<file path="src/rtl/irq_enc_pkg.sv">
package irq_enc_pkg;
  localparam int NUM_SRC   = 13;
  localparam int CTRL_W    = 8;
  localparam int PRIO_W    = 5;
  localparam int LVL_W     = 3;
  localparam int VEC_W     = 8;
  localparam int ADDR_W    = 6;
  localparam int DATA_W    = 16;
  localparam int IDX_W     = $clog2(NUM_SRC + 1);

  localparam logic [ADDR_W-1:0] A_MASK = 6'h10;
  localparam logic [ADDR_W-1:0] A_PEND = 6'h11;
  localparam logic [ADDR_W-1:0] A_WDV  = 6'h12;
  localparam logic [ADDR_W-1:0] A_VA   = 6'h13;
  localparam logic [ADDR_W-1:0] A_VB   = 6'h14;

  localparam int SRC_WDOG = 8;
  localparam int SRC_VA   = 12;
  localparam int SRC_VB   = 13;

  localparam logic [VEC_W-1:0]  AUTO_BASE = 8'd24;
  localparam logic [VEC_W-1:0]  DEF_VEC   = 8'h0F;
  localparam logic [VEC_W-1:0]  WDV_RST   = 8'h0F;
  localparam logic [PRIO_W-1:0] MIN_PRIO  = 5'd4;

  function automatic logic [CTRL_W-1:0] ctrl_rst(input int n);
    if (n <= 7)       return CTRL_W'(n * 4);
    else if (n == 8)  return 8'h1C;
    else if (n <= 11) return 8'h80;
    else              return 8'h00;
  endfunction
endpackage

</file>
<file path="src/rtl/irq_regs.sv">
module irq_regs
  import irq_enc_pkg::*;
#(
  parameter int N = NUM_SRC
) (
  input  logic                   clk_i,
  input  logic                   rst_ni,
  input  logic [N:1]             req_i,
  input  logic                   wr_en_i,
  input  logic [ADDR_W-1:0]      addr_i,
  input  logic [DATA_W-1:0]      wdata_i,
  output logic [DATA_W-1:0]      rdata_o,
  output logic [N:1]             pend_o,
  output logic [N:1]             mask_o,
  output logic [N:1][CTRL_W-1:0] ctrl_o,
  output logic [VEC_W-1:0]       wdv_o,
  output logic [VEC_W-1:0]       va_o,
  output logic [VEC_W-1:0]       vb_o
);
  localparam int PAD_W = DATA_W - N - 1;

  always_ff @(posedge clk_i or negedge rst_ni) begin
    if (!rst_ni) begin
      pend_o <= '0;
      mask_o <= '1;
      wdv_o  <= WDV_RST;
      va_o   <= '0;
      vb_o   <= '0;
    end else begin
      pend_o <= req_i;
      if (wr_en_i) begin
        case (addr_i)
          A_MASK:  mask_o <= wdata_i[N:1];
          A_WDV:   wdv_o  <= wdata_i[VEC_W-1:0];
          A_VA:    va_o   <= wdata_i[VEC_W-1:0];
          A_VB:    vb_o   <= wdata_i[VEC_W-1:0];
          default: ;
        endcase
      end
    end
  end

  for (genvar n = 1; n <= N; n++) begin : g_ctrl
    always_ff @(posedge clk_i or negedge rst_ni) begin
      if (!rst_ni)
        ctrl_o[n] <= ctrl_rst(n);
      else if (wr_en_i && addr_i == ADDR_W'(n))
        ctrl_o[n] <= wdata_i[CTRL_W-1:0];
    end
  end

  always_comb begin
    rdata_o = '0;
    for (int n = 1; n <= N; n++)
      if (addr_i == ADDR_W'(n)) rdata_o = DATA_W'(ctrl_o[n]);
    case (addr_i)
      A_MASK:  rdata_o = {{PAD_W{1'b0}}, mask_o, 1'b0};
      A_PEND:  rdata_o = {{PAD_W{1'b0}}, pend_o, 1'b0};
      A_WDV:   rdata_o = DATA_W'(wdv_o);
      A_VA:    rdata_o = DATA_W'(va_o);
      A_VB:    rdata_o = DATA_W'(vb_o);
      default: ;
    endcase
  end
endmodule

</file>
<file path="src/rtl/irq_arbiter.sv">
module irq_arbiter
  import irq_enc_pkg::*;
#(
  parameter int N = NUM_SRC
) (
  input  logic [N:1]             act_i,
  input  logic [N:1][CTRL_W-1:0] ctrl_i,
  output logic [IDX_W-1:0]       win_idx_o,
  output logic [PRIO_W-1:0]      win_prio_o,
  output logic                   win_auto_o
);
  // strict compare: ties keep the lower-numbered line
  always_comb begin
    win_idx_o  = '0;
    win_prio_o = '0;
    win_auto_o = 1'b0;
    for (int n = 1; n <= N; n++) begin
      if (act_i[n] && ctrl_i[n][PRIO_W-1:0] > win_prio_o) begin
        win_idx_o  = IDX_W'(n);
        win_prio_o = ctrl_i[n][PRIO_W-1:0];
        win_auto_o = ctrl_i[n][CTRL_W-1];
      end
    end
  end
endmodule

</file>
<file path="src/rtl/irq_vec_gen.sv">
module irq_vec_gen
  import irq_enc_pkg::*;
(
  input  logic              clk_i,
  input  logic              rst_ni,
  input  logic [IDX_W-1:0]  win_idx_i,
  input  logic [PRIO_W-1:0] win_prio_i,
  input  logic              win_auto_i,
  input  logic [VEC_W-1:0]  wdv_i,
  input  logic [VEC_W-1:0]  va_i,
  input  logic [VEC_W-1:0]  vb_i,
  output logic [LVL_W-1:0]  level_o,
  output logic [VEC_W-1:0]  vector_o
);
  logic [LVL_W-1:0] lvl_d;
  logic [VEC_W-1:0] vec_d;

  always_comb begin
    lvl_d = '0;
    vec_d = '0;
    if (win_prio_i >= MIN_PRIO) begin
      lvl_d = win_prio_i[PRIO_W-1 -: LVL_W];
      if (win_auto_i)
        vec_d = AUTO_BASE + VEC_W'(lvl_d);
      else begin
        case (win_idx_i)
          IDX_W'(SRC_WDOG): vec_d = wdv_i;
          IDX_W'(SRC_VA):   vec_d = va_i;
          IDX_W'(SRC_VB):   vec_d = vb_i;
          default:          vec_d = DEF_VEC;
        endcase
      end
    end
  end

  always_ff @(posedge clk_i or negedge rst_ni) begin
    if (!rst_ni) begin
      level_o  <= '0;
      vector_o <= '0;
    end else begin
      level_o  <= lvl_d;
      vector_o <= vec_d;
    end
  end
endmodule

</file>
<file path="src/rtl/irq_prio_enc.sv">
module irq_prio_enc
  import irq_enc_pkg::*;
(
  input  logic                clk_i,
  input  logic                rst_ni,
  input  logic [NUM_SRC:1]    req_i,
  input  logic                wr_en_i,
  input  logic [ADDR_W-1:0]   addr_i,
  input  logic [DATA_W-1:0]   wdata_i,
  output logic [DATA_W-1:0]   rdata_o,
  output logic [LVL_W-1:0]    level_o,
  output logic [VEC_W-1:0]    vector_o
);
  logic [NUM_SRC:1]             pend, mask, act;
  logic [NUM_SRC:1][CTRL_W-1:0] ctrl;
  logic [VEC_W-1:0]             wdv, va, vb;
  logic [IDX_W-1:0]             win_idx;
  logic [PRIO_W-1:0]            win_prio;
  logic                         win_auto;

  irq_regs #(.N(NUM_SRC)) u_regs (
    .clk_i, .rst_ni, .req_i, .wr_en_i, .addr_i, .wdata_i, .rdata_o,
    .pend_o(pend), .mask_o(mask), .ctrl_o(ctrl),
    .wdv_o(wdv), .va_o(va), .vb_o(vb)
  );

  assign act = pend & ~mask;

  irq_arbiter #(.N(NUM_SRC)) u_arb (
    .act_i(act), .ctrl_i(ctrl),
    .win_idx_o(win_idx), .win_prio_o(win_prio), .win_auto_o(win_auto)
  );

  irq_vec_gen u_vec (
    .clk_i, .rst_ni,
    .win_idx_i(win_idx), .win_prio_i(win_prio), .win_auto_i(win_auto),
    .wdv_i(wdv), .va_i(va), .vb_i(vb),
    .level_o, .vector_o
  );
endmodule

</file>
<file path="config.mk">
export PLATFORM = sky130hd
export DESIGN_NAME = irq_prio_enc
export DESIGN_NICKNAME = d
export VERILOG_FILES = /design/src/rtl/irq_enc_pkg.sv /design/src/rtl/irq_regs.sv /design/src/rtl/irq_arbiter.sv /design/src/rtl/irq_vec_gen.sv /design/src/rtl/irq_prio_enc.sv
export SDC_FILE = /design/constraint.sdc
export NUM_CORES = 1
export LEC_CHECK = 0
export BUFFER_PORTS_ARGS = -buffer_cell sky130_fd_sc_hd__buf_2
export CAP_MARGIN = 20
export CORE_ASPECT_RATIO = 0.6
export CORE_UTILIZATION = 25
export CTS_BUF_LIST = sky130_fd_sc_hd__clkbuf_4
export DETAILED_ROUTE_END_ITERATION = 8
export PLACE_DENSITY = 0.4
export SLEW_MARGIN = 10
export SYNTH_ARGS = -nofsm -noshare
export SYNTH_HDL_FRONTEND = slang
export SYNTH_SLANG_ARGS = --single-unit
</file>
<file path="constraint.sdc">
create_clock -name clk_i -period 45.5 [get_ports clk_i]
set_input_delay 2.275 -clock clk_i [delete_from_list [all_inputs] [get_ports clk_i]]
set_output_delay 2.275 -clock clk_i [all_outputs]
set_load 0.01 [all_outputs]
</file>
==> metrics, run 1 <==
Die Span Y=approximately 160 um; Cell Rows=57; yosys warns=0; drt first pass iters=5; Cells after Synth=998; top post-synthesis cells by area=dfrtp_1 31%, mux2_2 17%, dfstp_2 8.7%, ha_1 5.1%, nand2_1 2.6%; power per cell area=around 80 nW/um2; R2R Path Start=u_regs.pend_o[1]; CTS tree=built; cts repair resizes=0; startpoint types=flip-flop; H-tree Lvls=4; Clock Path Buffers=2; CTS Root Cell=clkbuf_4; Area Overhead vs Synth=11.3%; Post-synth EDFFs=0; Fin. Hold Viols=0; Peak Freq=approximately 0.040 GHz; Final Max Slew Viols=0; layout cell share with drive strength beyond 1=33.0%; DRC Markers=0; register area share after synthesis=between 30% and 40%; DRT Wirelength=38800 um; first-pass GRT wire length=57200 um; post-DR vias/cell=~5.2; run status=finished clean; clock skew=0.0371 ns; Nets=1133; Peak VDD IR=0.0430 mV; I/O Pins=65; die width=267 um; Pleak=just over 5 nW; post-DP HPWL=29000 um; Yosys reg bits=roughly 170; crit-path max cell delay=0.80 ns; critical-path maximum fanout=14; DR iter-0 viols=889; Initial Utilization=between 20% and 30%; antenna violations before repair=3; Async S/R FF share, synth=100%; port buffer count=60; number of global-route vias before repair=between 8000 and 9000; # fillers=4313; Num CTS Buffers=17; Distinct cells, synth=97; Synth Area per Inst=10.6 um2; unrepaired setup endpoints after global routing=false; # placed instances=1593; CP Data Arrival Time=25.33 ns; gr usage total=between 10% and 20%; Worst-path clk slew=0.18 ns; Hold Crit Start=u_regs.ctrl_o[45]; Synth Cell Area=~11000 um2; GRT overflow=0; crit path max-delay cell type=a211oi_2; Worst-Margin Slew=0.957 ns; Sink Count=165; critical path type=reg2reg; setup bufs post-CTS=0; Worst Hold Class=reg2reg; clk_lat worst skew=0.65 ns; wire length per cell=23.8 um; post-synth top area share=30.9%; Setup violations, final=0; max-cap viol count=0; largest net degree at the start of global routing=63; Top cell by count, worst path=ha_1; Core Region=~41000 um2; Crit. End Element=flip-flop; DRT antenna net count=0; hold_buf cts=0; via count=roughly 8400; CP startpoint=u_regs.pend_o[1]; critical path required time=between 40 and 50 ns; Tcrit/Tclk final=54.4%; Final Wtd Congestion=~0.86; dominant register cell in the synthesized netlist=dfrtp_1; die area=43000 um2; Rel. slew slack=between 30% and 40%; Final Instance Count excl. Fillers=~1600; leading area contributor after synthesis=dfrtp_1; final worst path period need=between 20 and 25 ns; Setup TNS Final=0 ns
-- registers in the layout, indices dropped and copies added (netlist names) --
signal,flops
u_vec.level_o,3
u_regs.ctrl_o,104
u_regs.pend_o,13
u_vec.vector_o,8
u_regs.vb_o,8
u_regs.va_o,8
u_regs.wdv_o,8
u_regs.mask_o,13
-- worst max-delay path, delay by kind of cell, from the launching register on --
family,cells,cell delay [ns]
AO/OA/AOI/OAI,35,9.01
adder cells (fa/ha/maj),12,3.53
buffers and inverters,10,1.02
flip-flops,1,0.44
multiplexers,8,2.10
AND/OR/NAND/NOR,35,8.56
-- Yosys cell counts, drive strengths merged, types with 7 or more instances --
cell,number
a21oi,40
and2,13
o21ai,27
a221oi,16
dfrtp,130
ha,43
nand2,75
and3,11
nor3,10
clkbuf,23
nand4,14
mux2,161
a31oi,13
a222oi,7
dfstp,35
or2b,7
nand3,20
a22o,20
nor2,64
inv,60
buf,15
a21o,7
a22oi,34
mux2i,25
a211oi,11
-- final timing paths --
check,endpoint,cells after the start,slack (ns)
min reg2reg,u_regs.ctrl_o[45],1,0.52
max reg2reg,u_vec.vector_o[2],100,20.74
max in group asynchronous,u_regs.ctrl_o[9],3,42.07
min in group asynchronous,u_vec.level_o[1],1,1.56
min,u_regs.ctrl_o[45],1,0.52
max,u_vec.vector_o[2],100,20.74
-- cell families (layout without fill, tap and decap cells) --
| kind of cell | after synthesis | after routing | synth area share (%) |
|---|---|---|---|
| muxes | 186 | 186 | 20.1 |
| DFF | 165 | 165 | 39.6 |
| adders and majority gates | 43 | 43 | 5.10 |
| AOI/OAI and AO/OA | 234 | 234 | 17.5 |
| and+or+nand+nor | 266 | 266 | 13.2 |
| other | 1 | 3 | 0.0356 |
| buffers and inverters | 99 | 165 | 4.12 |
| xor gates and xnor gates | 4 | 4 | 0.332 |
-- cell usage in the layout (no fill, tap or decap), drive strengths merged, types with 13 or more instances in the layout --
cell type / count
nand2: 75
a22oi: 34
nor2: 64
buf: 73
ha: 43
a21oi: 40
a31oi: 13
inv: 67
mux2i: 25
and2: 13
o21ai: 27
a22o: 20
mux2: 161
nand3: 20
a221oi: 16
nand4: 14
clkbuf: 18
dfrtp: 130
dfstp: 35
-- through the flow --
| stage | cell area, um2 | setup slack, ns | utilization [%] | power (W) | hold slack (ns) |
|---|---|---|---|---|---|
| finish | 11700 | 20.74 | 28.6 | 0.000918 | 0.524 |
| global placement | 11500 | 21.24 | 27.9 | 0.000820 | 0.482 |
| detailed placement | 11500 | 21.01 | 27.9 | 0.000823 | 0.493 |
| floorplan | 10500 | 25.00 | - | 0.000670 | 0.474 |
| global route | 11700 | 19.04 | 28.6 | 0.00100 | 0.542 |
| CTS | 11700 | 20.94 | 28.6 | 0.000922 | 0.528 |
-- layer usage --
metal	up-vias	GRT usage, %	share of wire [%]
li1	3859	-	-
met1	4316	30.8	56
met2	220	23.8	38
met3	19	3.49	5.2
met4	0	2.95	0.76
met5	-	0	0
-- final cells by class --
class	instances	area, um2	area share (%)
antenna	1	2.50	0.0213
tap	560	701	5.97
clock inverter	14	143	1.22
clock buffer	18	135	1.15
multi-input combinational	735	5950	50.7
sequential	165	4170	35.6
inverter	60	225	1.92
timing repair buffer	73	404	3.44
-- power by group --
| part | internal (W) | leakage, nW | switching [W] | total (W) |
|---|---|---|---|---|
| logic | 0.000261 | 2.92 | 0.000364 | 0.000625 |
| registers | 0.000173 | 2.07 | 0.0000266 | 0.000200 |
| clock network | 0.0000295 | 0.150 | 0.0000634 | 0.0000928 |
| total | 0.000464 | 5.14 | 0.000454 | 0.000918 |
Power figures use the tool's default switching activity.
==> run 2: changes to the inputs <==
--- a/config.mk
+++ b/config.mk
@@ -5,13 +5,14 @@
 export SDC_FILE = /design/constraint.sdc
 export NUM_CORES = 1
 export LEC_CHECK = 0
+export ABC_AREA = 1
 export BUFFER_PORTS_ARGS = -buffer_cell sky130_fd_sc_hd__buf_2
 export CAP_MARGIN = 20
 export CORE_ASPECT_RATIO = 0.6
 export CORE_UTILIZATION = 25
 export CTS_BUF_LIST = sky130_fd_sc_hd__clkbuf_4
 export DETAILED_ROUTE_END_ITERATION = 8
-export PLACE_DENSITY = 0.4
+export PLACE_DENSITY = 0.41
 export SLEW_MARGIN = 10
 export SYNTH_ARGS = -nofsm -noshare
 export SYNTH_HDL_FRONTEND = slang
==> constraint.sdc (replaced) <==
create_clock -name clk_i -period 22.1 [get_ports clk_i]
set_input_delay 1.105 -clock clk_i [delete_from_list [all_inputs] [get_ports clk_i]]
set_output_delay 1.105 -clock clk_i [all_outputs]
set_load 0.01 [all_outputs]
==> metrics, run 2 <==
Fin. Hold Viols=0; Sink Count=165; Clock Path Buffers=2; Top reg by flops=u_regs.ctrl_o; CTS tree=built; final worst path period need=17.72 ns; Synth Area per Inst=roughly 7.6 um2; cts repair resizes=0; CP Data Arrival Time=18.29 ns; antenna violations before repair=0; Post-synth EDFFs=0; via count=8966; Placed Area=10900 um2; H-tree Lvls=4; Crit. End Element=flip-flop; DRC Markers=0; most numerous cell in the Yosys netlist=nand2_1; yosys warns=0; clock skew=~0.027 ns; Peak Freq=0.0564 GHz; drt first pass iters=7; commonest non-fill, non-tap cell in the layout=nand2_1; port buffer count=60; startpoint types=flip-flop; Yosys reg bits=165; GRT overflow=0; CTS Root Cell=clkbuf_4; area of the multi-input gates=5180 um2; critical path type=reg2reg; hold_buf cts=0; dominant register cell in the synthesized netlist=dfrtp_1; critical-path maximum fanout=15; Core Region=just under 40000 um2; Rel. slew slack=roughly 28%; Final Wtd Congestion=approximately 0.8; Tcrit/Tclk final=80.2%; top post-synthesis cells by area=dfrtp_1 32%, nand2_1 14%, o21ai_0 9.2%, dfstp_2 9.1%, ha_1 5.3%; Placement Setup Slack=4.66 ns; commonest cells after routing, fill and taps aside=374 x nand2_1, 186 x o21ai_0, 134 x inv_1; Worst-Margin Slew=1.08 ns; DRT Wirelength=35000 um; Num CTS Buffers=17; Setup TNS Final=0 ns; Top cell by count, worst path=nand2_1; max reg flops=104; # fillers=4412; Ant. Diodes=0; unrepaired setup endpoints after global routing=false; setup bufs post-CTS=0; clk_lat worst skew=0.65 ns; Die Span Y=158 um; Initial Utilization=25.7%; DRT antenna net count=0; Setup violations, final=0; R2R Path Start=u_regs.ctrl_o[2]; DR iter-0 viols=863; Synth Cell Area=roughly 10000 um2; Distinct cells, synth=47; critical path required time=22.67 ns; final instance area=11200 um2; largest net degree at the start of global routing=66; die width=approximately 260 um; gr usage total=17.5%; Async S/R FF share, synth=100%; Storage cell area=4170 um2; post-DR vias/cell=4.67; number of global-route vias before repair=slightly above 8000; die area=41400 um2; Cell Rows=56; crit-path max cell delay=approximately 0.63 ns; worst setup margin=between 4 and 5 ns; Worst-path clk slew=0.16 ns; leading area contributor after synthesis=dfrtp_1; CP startpoint=u_regs.ctrl_o[2]; Area Overhead vs Synth=10.7%; Worst Hold Class=in2async; run status=finished clean; biggest registers after layout=u_regs.ctrl_o x104, u_regs.mask_o x13, u_regs.pend_o x13; layout cell share with drive strength beyond 1=17.1%; I/O Pins=65; max-cap viol count=0; Nets=1464; wire length per cell=~18 um; post-synth top area share=32.1%; post-DP HPWL=26600 um; Final Max Slew Viols=0; first-pass GRT wire length=53100 um; register area share after synthesis=41.2%; Cells after Synth=between 1000 and 1500; crit path max-delay cell type=dfstp_2; Synth top cells by count=374 x nand2_1, 186 x o21ai_0, 134 x inv_1
## run 2: cell types whose count changed after synthesis, moves of 40 or more
cell / change
inv_1: +76
mux2_2: -148
nand2_2: +40
nand3_1: +59
o21ai_0: +161
nand2_1: +300
## run 2: path summary, 6_finish.rpt
kind,cells after the start,end,slack [ns]
setup / recovery,103,u_vec.vector_o[3],4.38
hold / removal,1,u_vec.vector_o[6],0.32
setup reg to reg,103,u_vec.vector_o[3],4.38
hold reg to reg,2,u_regs.ctrl_o[85],0.50
max in group asynchronous,3,u_regs.ctrl_o[65],19.73
min in group clk_i,2,u_regs.ctrl_o[85],0.50
## run 2: area by class of cell
type	count	area share, %
repair buffers	64	3.00
multi-input cells	985	46.2
clock buffers	18	1.20
clock inverters	14	1.57
well taps	522	5.82
flip-flops and latches	165	37.2
inverters	150	5.04
## run 2: layer usage
| metal | routed length [um] | vias up | global-route usage, % | part of all wire (%) |
|---|---|---|---|---|
| li1 | - | 4492 | - | - |
| met1 | 20500 | 4250 | 29.8 | 59 |
| met2 | 12500 | 199 | 21.8 | 36 |
| met3 | 1590 | 25 | 2.75 | 4.6 |
| met4 | 413 | 0 | 3.80 | 1.2 |
| met5 | 0 | - | 0 | 0 |
## run 2: per-stage QoR
| step | instances | utilization (%) | hold slack [ns] |
|---|---|---|---|
| 3_5_place_dp | 1886 | 27.6 | 0.468 |
| 3_3_place_gp | 1886 | 27.6 | 0.462 |
| 4_1_cts | 1918 | 28.4 | 0.280 |
| 5_1_grt | 1918 | 28.4 | 0.281 |
| 2_1_floorplan | 1340 | - | 0.448 |
| 6_report | 1918 | 28.4 | 0.316 |
## run 2: worst max-delay path, delay by kind of cell (launching register included)
kind	cells	cell delay (ns)
AOI/OAI and AO/OA	16	5.08
adders and majority gates	12	3.90
buffers and inverters	9	1.13
DFF	1	0.63
and+or+nand+nor	66	6.83
## run 2: cells by family (layout without fill, tap and decap cells)
family / after synthesis / after routing / share of synthesized area (%)
AOI/OAI and AO/OA: 275 / 275 / 15.3
muxes: 10 / 10 / 1.11
adders and majority gates: 43 / 43 / 5.31
and+or+nand+nor: 655 / 655 / 29.3
buffers and inverters: 190 / 246 / 7.77
DFF: 165 / 165 / 41.2
other: 1 / 2 / 0.0370
Power of run 2 is left out: the tool's default activity adds up to more than one toggle a clock period on the data nets, which glitch-free logic cannot reach.
==> run 3: changes to the inputs <==
==> constraint.sdc (replaced) <==
create_clock -name clk_i -period 15.2 [get_ports clk_i]
set_input_delay 0.76 -clock clk_i [delete_from_list [all_inputs] [get_ports clk_i]]
set_output_delay 0.76 -clock clk_i [all_outputs]
set_load 0.01 [all_outputs]
==> metrics, run 3 (synthesized netlist as in run 2, its figures left out) <==
run status=finished clean; clock skew=0.0281 ns; Sink Count=165; critical path required time=15.75 ns; worst setup margin=1.02 ns; Initial Utilization=between 20% and 30%; # fillers=4332; Worst-path clk slew=0.16 ns; Tcrit/Tclk final=93.3%; CP Data Arrival Time=14.72 ns; delay-heaviest family, CP=simple AND/OR/NAND/NOR gates; DRT Wirelength=36100 um; Top reg by flops=u_regs.ctrl_o; largest net degree at the start of global routing=93; DRC Markers=0; DR iter-0 viols=roughly 780; final worst path period need=between 10 and 15 ns; critical-path maximum fanout=10; worst path bufs/invs=19; Final Wtd Congestion=0.805; crit path max-delay cell type=dfstp_2; R2R Path Start=u_regs.mask_o[1]; Worst R2R Setup Slack=1.02 ns; critical path type=reg2reg; Placement Setup Slack=0.221 ns; Rel. slew slack=27.8%; area of the multi-input gates=5410 um2; RR Endpoint=u_vec.vector_o[3]; post-DP HPWL=approximately 27000 um; crit-path max cell delay=0.56 ns; Worst-Margin Slew=1.08 ns; Num CTS Buffers=17; die area=41400 um2; Peak Freq=about 0.071 GHz; Clock Path Buffers=2; wire length per cell=17.6 um; Nets=roughly 1600; crit path to=u_vec.vector_o[3]; I/O Pins=65; Final Max Slew Viols=0; first-pass GRT wire length=54700 um; final instance area=12400 um2; Placed Area=11700 um2; DRT antenna net count=0; layout cell share with drive strength beyond 1=about a quarter; CP Depth=114; biggest registers after layout=u_regs.ctrl_o x104, u_regs.mask_o x13, u_regs.pend_o x13; gr usage total=18.0%; number of global-route vias before repair=8738; CTS tree=built; startpoint types=flip-flop; drt first pass iters=6; Reg2Reg Depth=114; Worst Hold Class=in2async; post-DR vias/cell=4.63; Fin. Hold Viols=0; Cell Rows=56; Core Region=39500 um2; Area Overhead vs Synth=22.3%; max reg flops=104; antenna violations before repair=0; Ant. Diodes=0; Die Span Y=158 um; commonest cells after routing, fill and taps aside=367 x nand2_1, 167 x o21ai_0, 133 x inv_1; CTS Root Cell=clkbuf_4; H-tree Lvls=4; Top cell by count, worst path=nand2_1; max-cap viol count=0; port buffer count=60; Setup violations, final=0; via count=approximately 9500; commonest non-fill, non-tap cell in the layout=nand2_1; Storage cell area=4170 um2; CP startpoint=u_regs.mask_o[1]; Hold WS=0.205 ns; die width=262 um; GRT overflow=0; Crit. End Element=flip-flop; clk_lat worst skew=roughly 0.63 ns; final core occ=31.4%
## run 3: routing by layer
layer,vias to the layer above,routed length [um],track usage (%)
met2,193,13300,22.6
li1,4752,-,-
met5,-,0,0
met4,0,236,2.59
met1,4522,20300,30.0
met3,15,2170,4.10
## run 3: worst min path at each step
stage | start | cells after the start | endpoint | slack [ns]
after floorplan | u_regs.ctrl_o[45] | 2 | u_regs.ctrl_o[45] | 0.45
after global placement | u_regs.ctrl_o[61] | 2 | u_regs.ctrl_o[61] | 0.46
after detailed placement | u_regs.ctrl_o[86] | 2 | u_regs.ctrl_o[86] | 0.47
after CTS | req_i[5] | 1 | u_regs.pend_o[5] | 0.16
after global routing | req_i[12] | 1 | u_regs.pend_o[12] | 0.15
final | rst_ni | 1 | u_regs.ctrl_o[98] | 0.20
## run 3: per-stage QoR
step                      instances  TNS, ns
after floorplan                1340        0
after global placement         1993        0
after detailed placement       1993        0
after CTS                      2025        0
after global routing           2048   -0.264
final                          2048        0
## run 3: repair_timing
item	4_1_cts	5_1_grt
endpoints found under the setup margin	0	11
buffers inserted	0	20
gates resized for setup	0	70
hold buffers	0	0
## run 3: final cells by class
cell class,count,share of cell area (%)
repair buffers,191,10.4
multi-input cells,988,43.6
well taps,522,5.27
inverters,150,4.56
flip-flops and latches,165,33.6
clock inverters,12,1.26
clock buffers,20,1.21
Power of run 3 is left out for the same reason.
